[config.mk]
export PLATFORM = sky130hd
export DESIGN_NAME = wkup_unit
export DESIGN_NICKNAME = d
export VERILOG_FILES = /design/src/rtl/wkup_pkg.sv /design/src/rtl/wkup_sync.sv /design/src/rtl/wkup_edge_det.sv /design/src/rtl/wkup_cfg_regs.sv /design/src/rtl/wkup_pending.sv /design/src/rtl/wkup_unit.sv
export SDC_FILE = /design/constraint.sdc
export NUM_CORES = 1
export LEC_CHECK = 0
export CAP_MARGIN = 15
export CORE_MARGIN = 1.5
export CORE_UTILIZATION = 54
export CTS_CLUSTER_SIZE = 14
export DETAILED_ROUTE_END_ITERATION = 7
export PLACE_DENSITY = 0.82
export SYNTH_ARGS = -nofsm -noshare
export SYNTH_HDL_FRONTEND = slang
export SYNTH_SLANG_ARGS = --single-unit
[constraint.sdc]
create_clock -name clk -period 1.8 [get_ports clk]
set_input_delay 0.36 -clock clk [delete_from_list [all_inputs] [get_ports clk]]
set_output_delay 0.36 -clock clk [all_outputs]
set_load 0.005 [all_outputs]
[src/rtl/wkup_pkg.sv]
// Shared definitions for the wakeup unit.
// Assumes: a two-bit write selector driven by the core's register access.
package wkup_pkg;

    typedef enum logic [1:0] {
        SEL_ENABLE   = 2'd0,
        SEL_EDGE     = 2'd1,
        SEL_PEND_CLR = 2'd2,
        SEL_NONE     = 2'd3
    } wr_sel_e;

endpackage

[src/rtl/wkup_sync.sv]
// Multi-stage synchronizer for a bank of asynchronous pins.
// Assumes: STAGES >= 1; pins are held long enough to be sampled.
module wkup_sync #(
    parameter int WIDTH  = 8,
    parameter int STAGES = 2
) (
    input  logic             clk,
    input  logic             rst_n,
    input  logic [WIDTH-1:0] async_in,
    output logic [WIDTH-1:0] sync_out
);

    logic [WIDTH-1:0] chain [STAGES];

    // First stage captures the raw pins.
    always_ff @(posedge clk) begin
        if (!rst_n) chain[0] <= '0;
        else        chain[0] <= async_in;
    end

    generate
        for (genvar s = 1; s < STAGES; s++) begin : g_stage
            // Each later stage re-times the previous one.
            always_ff @(posedge clk) begin
                if (!rst_n) chain[s] <= '0;
                else        chain[s] <= chain[s-1];
            end
        end
    endgenerate

    assign sync_out = chain[STAGES-1];

endmodule

[src/rtl/wkup_edge_det.sv]
// Per-pin edge detector with a selectable transition direction.
// Assumes: sync_in is already in the clock domain; edge_sel bit 1 = falling.
module wkup_edge_det #(
    parameter int WIDTH = 8
) (
    input  logic             clk,
    input  logic             rst_n,
    input  logic [WIDTH-1:0] sync_in,
    input  logic [WIDTH-1:0] edge_sel,
    output logic [WIDTH-1:0] evt
);

    logic [WIDTH-1:0] prev_q;
    logic [WIDTH-1:0] rise;
    logic [WIDTH-1:0] fall;

    // Keep the prior synchronized sample for comparison.
    always_ff @(posedge clk) begin
        if (!rst_n) prev_q <= '0;
        else        prev_q <= sync_in;
    end

    // Raw transitions in both directions.
    always_comb begin
        rise = sync_in & ~prev_q;
        fall = ~sync_in & prev_q;
    end

    generate
        for (genvar i = 0; i < WIDTH; i++) begin : g_pick
            assign evt[i] = edge_sel[i] ? fall[i] : rise[i];
        end
    endgenerate

endmodule

[src/rtl/wkup_cfg_regs.sv]
// Enable (active low) and edge-select registers, both resetting to all ones.
// Assumes: wr_en is a single-cycle strobe with wr_sel and wr_data valid.
module wkup_cfg_regs
    import wkup_pkg::*;
#(
    parameter int WIDTH = 8
) (
    input  logic             clk,
    input  logic             rst_n,
    input  logic             wr_en,
    input  logic [1:0]       wr_sel,
    input  logic [WIDTH-1:0] wr_data,
    output logic [WIDTH-1:0] enable_n,
    output logic [WIDTH-1:0] edge_sel
);

    localparam logic [WIDTH-1:0] RESET_ONES = '1;

    // Enable register: a 0 arms the matching pin.
    always_ff @(posedge clk) begin
        if (!rst_n)                                   enable_n <= RESET_ONES;
        else if (wr_en && wr_sel == 2'(SEL_ENABLE))   enable_n <= wr_data;
    end

    // Edge register: a 1 selects the falling transition.
    always_ff @(posedge clk) begin
        if (!rst_n)                                   edge_sel <= RESET_ONES;
        else if (wr_en && wr_sel == 2'(SEL_EDGE))     edge_sel <= wr_data;
    end

endmodule

[src/rtl/wkup_pending.sv]
// Sticky pending flags with write-one-to-clear and set-over-clear priority.
// Assumes: evt is a one-cycle indication per detected transition.
module wkup_pending
    import wkup_pkg::*;
#(
    parameter int WIDTH = 8
) (
    input  logic             clk,
    input  logic             rst_n,
    input  logic [WIDTH-1:0] evt,
    input  logic             wr_en,
    input  logic [1:0]       wr_sel,
    input  logic [WIDTH-1:0] wr_data,
    output logic [WIDTH-1:0] pend
);

    logic [WIDTH-1:0] clr_mask;

    // Decode which bits the current write clears.
    always_comb begin
        clr_mask = '0;
        if (wr_en && wr_sel == 2'(SEL_PEND_CLR)) clr_mask = wr_data;
    end

    // Clear first, then set, so a new event wins.
    always_ff @(posedge clk) begin
        if (!rst_n) pend <= '0;
        else        pend <= (pend & ~clr_mask) | evt;
    end

endmodule

[src/rtl/wkup_unit.sv]
// Top of the wakeup unit: sync, edge detect, config, pending, request.
// Assumes: sleep_active comes from the sleep sequencer in the same clock domain.
module wkup_unit #(
    parameter int NUM_PINS    = 8,
    parameter int SYNC_STAGES = 2
) (
    input  logic                clk,
    input  logic                rst_n,
    input  logic [NUM_PINS-1:0] pin_in,
    input  logic                sleep_active,
    input  logic                wr_en,
    input  logic [1:0]          wr_sel,
    input  logic [NUM_PINS-1:0] wr_data,
    output logic                wake_req,
    output logic [NUM_PINS-1:0] pend_out
);

    logic [NUM_PINS-1:0] pin_sync;
    logic [NUM_PINS-1:0] pin_evt;
    logic [NUM_PINS-1:0] enable_n;
    logic [NUM_PINS-1:0] edge_sel;
    logic [NUM_PINS-1:0] armed;

    wkup_sync #(.WIDTH(NUM_PINS), .STAGES(SYNC_STAGES)) u_sync (
        .clk      (clk),
        .rst_n    (rst_n),
        .async_in (pin_in),
        .sync_out (pin_sync)
    );

    wkup_edge_det #(.WIDTH(NUM_PINS)) u_edge (
        .clk      (clk),
        .rst_n    (rst_n),
        .sync_in  (pin_sync),
        .edge_sel (edge_sel),
        .evt      (pin_evt)
    );

    wkup_cfg_regs #(.WIDTH(NUM_PINS)) u_cfg (
        .clk      (clk),
        .rst_n    (rst_n),
        .wr_en    (wr_en),
        .wr_sel   (wr_sel),
        .wr_data  (wr_data),
        .enable_n (enable_n),
        .edge_sel (edge_sel)
    );

    wkup_pending #(.WIDTH(NUM_PINS)) u_pend (
        .clk     (clk),
        .rst_n   (rst_n),
        .evt     (pin_evt),
        .wr_en   (wr_en),
        .wr_sel  (wr_sel),
        .wr_data (wr_data),
        .pend    (pend_out)
    );

    // Pending flags of pins that are armed by an active-low enable bit.
    always_comb armed = pend_out & ~enable_n;

    // Request only while asleep.
    always_comb wake_req = sleep_active & (|armed);

endmodule

* Word-level counts from Yosys, hierarchy flattened
Memories as Yosys holds them, arrays and structs flattened.
Index checks and enable logic that the tools add are counted.
** Storage, ports and cells
- Logic and storage cells :: 37
- Memory bits (writable) :: 16
- Memories kept :: 1
- Output and inout bits :: 9
- Bits in registers :: 32
** Memory list
- u_sync.chain :: words 2, bits a word 8, read ports 2, clocked after memory_dff 0, wr ports 2, RTL line wkup_sync.sv:13 : logic [WIDTH-1:0] chain [STAGES];
** Cells by class
- Reduce and logical (&&, ||, !) cells :: 5
- Equality and inequality tests :: 2
- Bitwise operators :: 12
- Muxes and demuxes :: 13
** Operator list (count)
- AND 8 bit :: 4
- inverter 8 bit :: 4
- 2-to-1 mux 8 bit :: 3
- 2-to-1 mux 1 bit :: 10
- OR 8 bit :: 1
- OR reduction 8 bit :: 1
- logical AND 1 bit :: 3
- equality test 2 x 1 -> 1 bit, second input constant :: 1
- equality test 2 bit, second input constant :: 1
- logical NOT 2 bit :: 1
- OR 1 bit :: 2
- AND 1 bit :: 1

* Longest topological paths before layout
- Word-level depth :: 6
- Mapped depth :: 4

* Hierarchy
A second synthesis with hierarchy kept.
** Second synthesis, totals
- Cell total of the unflattened synthesis :: 184
- Area total of the unflattened synthesis :: 1888.1 um2
** Modules (own cells, without submodules)
- wkup_cfg_regs :: area an instance 684.4 um2, instances 1, cells an instance 64
- wkup_sync :: area an instance 446.7 um2, instances 1, cells an instance 33
- wkup_edge_det :: area an instance 390.4 um2, instances 1, cells an instance 40
- wkup_pending :: area an instance 300.3 um2, instances 1, cells an instance 34
- wkup_unit :: area an instance 66.3 um2, instances 1, cells an instance 13

* Worst setup path before layout
No wires, ideal clock.
- Path type :: reg-to-output
- Start point :: reg u_pend.pend[6]
- End point :: out wake_req
- Cell stages (with the launch flop) :: 4
- Setup slack :: 0.594 ns
- Arrival time :: 0.846 ns
- Cell sequence :: dfxtp_1 inv_1 o22ai_1 o41a_1
** On the way
- Cells in the longest elaborated chain, start to end :: 3
** RTL lines
- start: declaration :: RTL line wkup_pending.sv:14 : output logic [WIDTH-1:0] pend
- start signal: assignment :: RTL line wkup_pending.sv:28 : else pend <= (pend & ~clr_mask) | evt;
- AND 8 bit :: RTL line wkup_unit.sv:60 : always_comb armed = pend_out & ~enable_n;
- OR reduction 8 bit :: RTL line wkup_unit.sv:63 : always_comb wake_req = sleep_active & (|armed);
- AND 1 bit :: RTL line wkup_unit.sv:63
- end: declaration :: RTL line wkup_unit.sv:14 : output logic wake_req,
No other way between the ends.

* Final worst setup path
- Start point :: reg u_pend.pend[7]
- End point :: out wake_req
The elaborated chain is that of the path after synthesis.

==> run_results.csv <==
group,metric,value,unit
grt,antenna_found_initial,0,
placement,placed_cells,249,
floorplanning,start_util,56.2,%
power,comb_power_share,9.1,%
cells_and_area,layout_commonest_cell,"dfxtp_1",
placement,gp_congestion,0.828,
clocking,cts.clk_slew.worst_paths,140,ps
setup_path,ff2ff_path_depth,2,
flow_run,maxCapViolCount,0,
clocking,holdBufCountCts,0,
grt,overflow,0,
sta,fmax,571,MHz
power,vdd_ir_drop_max,0.000612,V
sta,fin_tns_setup,0,ps
power,power.density,894,nW/um^2
sta,worst_slew_pin_slew,419,ps
clocking,cts.sinks,48,
synth,synthTopCellsByArea,"dfxtp_1 56%, and2_1 8.8%, nand2_1 7.3%, nand3_1 4.7%, and3b_1 4.6%",
sta,fin_crit_sh,97.3,%
grt,gr-usage-all-layers,19.9,%
sta,slew_viol_final,0,
setup_path,worstSetupStartpointType,"register",
grt,grt_max_degree,39,
clocking,cts_max_path_buffers,2,
synth,synth.distinct_cells,19,
synth,yosys_warnings,0,
setup_path,required,1440,ps
sta,rsz0062_at_grt,"yes",
floorplanning,die-area,3500,sq um
synth,synth_area_leader_cell,"dfxtp_1",
power,seqPwrFrac,58.2,%
drt,dr.max_layer_used,"met4",
cells_and_area,drive_above_1_share,15.2,%
synth,ys_seq_area_share,56.5,%
drt,drt_iter0_drc,44,
outcome,status,"finished, final reports clean",
drt,vias_per_cell,5.10,
setup_path,worstSetupPathType,"register to output pin",
setup_path,crit_arrival,1390,ps
floorplanning,die_width,59.1,um
clocking,cts_buffers,5,
drt,via_count,1332,
cells_and_area,finalNonFillerCells,261,
grt,grt_first_pass_wirelength,5150,um
drt,wl,3200,um
clocking,cts_tree,"done",
synth,netlist_area,1700,sq um
clocking,clk_latency,360,ps
cells_and_area,final_cell_mix,"41 x dfxtp_1, 33 x nand2_1, 29 x clkdlybuf4s50_1",
sta,slew_headroom,72.0,%
synth,synthCells,179,
sta,hold_violations,0,
hold_path,hold_class,"register to register",
drt,drt.antenna.violating_nets,0,
power,p_clk_share,32.7,%
clocking,cts_root_buf,"clkbuf_4",
power,total_power,1950,uW
floorplanning,rows,20,
drt,drt_first_pass_iters,5,
drt,drt-met1-wl,1440,um
grt,first_global_vias,1200,
placement,dpl.hpwl,2130,um
drt,wl_per_cell,12.3,um
synth,ys_ff_latch,48,
floorplanning,die_y,59.1,um
clocking,h-tree-depth,2,
sta,skew,6.92,ps
power,power.switching,439,uW
sta,finalCriticalPeriod,1750,ps
power,intPower,1510,uW
synth,yosysTopAreaCellShare,56.5,%
sta,setup_viol,0,
cells_and_area,syn_to_final_growth,28.4,%
drt,drc_errors,0,
floorplanning,io_pins,31,
setup_path,worstSetupEndpointType,"output pin",
synth,syn_nets,201,
power,power.leakage,0.000916,uW
hold_path,hold_depth,1,
power,swShare,22.5,%
synth,synth_area_per_cell,9.51,sq um
drt,met2_length,1530,um
drt,met3RoutedLength,184,um
floorplanning,coreArea,3030,sq um
cells_and_area,layout.nets,238,
setup_path,cp_max_fo,2,
cells_and_area,diodes,0,
placement,numPortBuffers,30,
-- path summary, 6_finish.rpt --
kind	start	endpoint	slack, ps
max	u_pend.pend[7]$_SDFF_PN0_	wake_req	50
min	u_sync.chain[0][3]$_SDFF_PN0_	u_sync.chain[1][3]$_SDFF_PN0_	450
max reg2reg	u_sync.chain[1][0]$_SDFF_PN0_	u_pend.pend[0]$_SDFF_PN0_	880
min reg2reg	u_sync.chain[0][3]$_SDFF_PN0_	u_sync.chain[1][3]$_SDFF_PN0_	450
-- cell type report --
type,count,area (sq um)
Inverter,8,30.0
Clock buffer,5,37.5
Sequential cell,48,970
Tap cell,44,55.1
Timing Repair Buffer,38,355
Clock inverter,3,46.3
Multi-Input combinational cell,115,691
Fill cell,230,843
-- flip-flops by register name, summed over array words and instances, names as in the netlist --
name	count
u_sync.chain	16
u_cfg.edge_sel	8
u_cfg.enable_n	8
u_edge.prev_q	8
u_pend.pend	8
-- what timing repair did --
| item | 4_1_cts | 5_1_grt |
|---|---|---|
| hold endpoints to repair | 0 | 0 |
| resized for setup | 10 | 9 |
| endpoints found under the setup margin | 1 | 1 |
| setup buffers | 3 | 1 |
| pin swaps | 1 | 3 |
-- kinds of logic (layout without fill, tap and decap cells) --
family,after synthesis,count (layout),share of synthesized area (%)
AND/OR/NAND/NOR,93,93,30.6
flip-flops,48,48,56.5
AO/OA/AOI/OAI,22,22,8.90
buffers and inverters,16,54,4.04
-- critical path, cell delays in order, from the launching register on --
cell and delay, ps:
dfxtp_2 360, inv_2 60, o22ai_2 70, o41a_1 410
buf_2 130
-- cells in the mapped netlist --
| library cell | n |
|---|---|
| dfxtp_1 | 48 |
| nand2_1 | 33 |
| and2_1 | 24 |
| nand3_1 | 16 |
| and3b_1 | 9 |
| a21oi_1 | 8 |
| inv_1 | 8 |
| nor3b_1 | 7 |
| o31a_1 | 7 |
| o22ai_1 | 5 |
| buf_2 | 4 |
| clkbuf_1 | 3 |
| buf_4 | 1 |
| nand2b_1 | 1 |
| nand3b_1 | 1 |
| nor3b_2 | 1 |
| o21a_1 | 1 |
| o41a_1 | 1 |
| or3b_1 | 1 |
-- power groups by stage --
| stage | Combinational (uW) | Sequential (uW) | Clock, uW |
|---|---|---|---|
| 2_1_floorplan | 82.7 | 1150 | 0 |
| 3_3_place_gp | 165 | 1150 | 0 |
| 3_5_place_dp | 170 | 1160 | 0 |
| 5_1_grt | 195 | 1140 | 701 |
| 6_report | 178 | 1140 | 638 |
| 4_1_cts | 175 | 1130 | 657 |
-- layer usage --
layer	vias up	global-route usage, %
met3	7	5.02
met1	607	24.1
met4	0	7.79
met5	-	0
met2	44	33.7
li1	674	-
-- metrics by stage --
stage	instance area [sq um]	setup WS [ps]	hold WS, ps	utilization (%)
final	2180	48.2	452	72.1
after global routing	2180	-26.9	476	72.1
after CTS	2150	34.5	454	71.2
after detailed placement	2050	-26.5	420	67.6
after global placement	2050	9.90	416	67.6
after floorplan	1700	594	412	-
No activity file was read; power rests on OpenSTA's default activity.
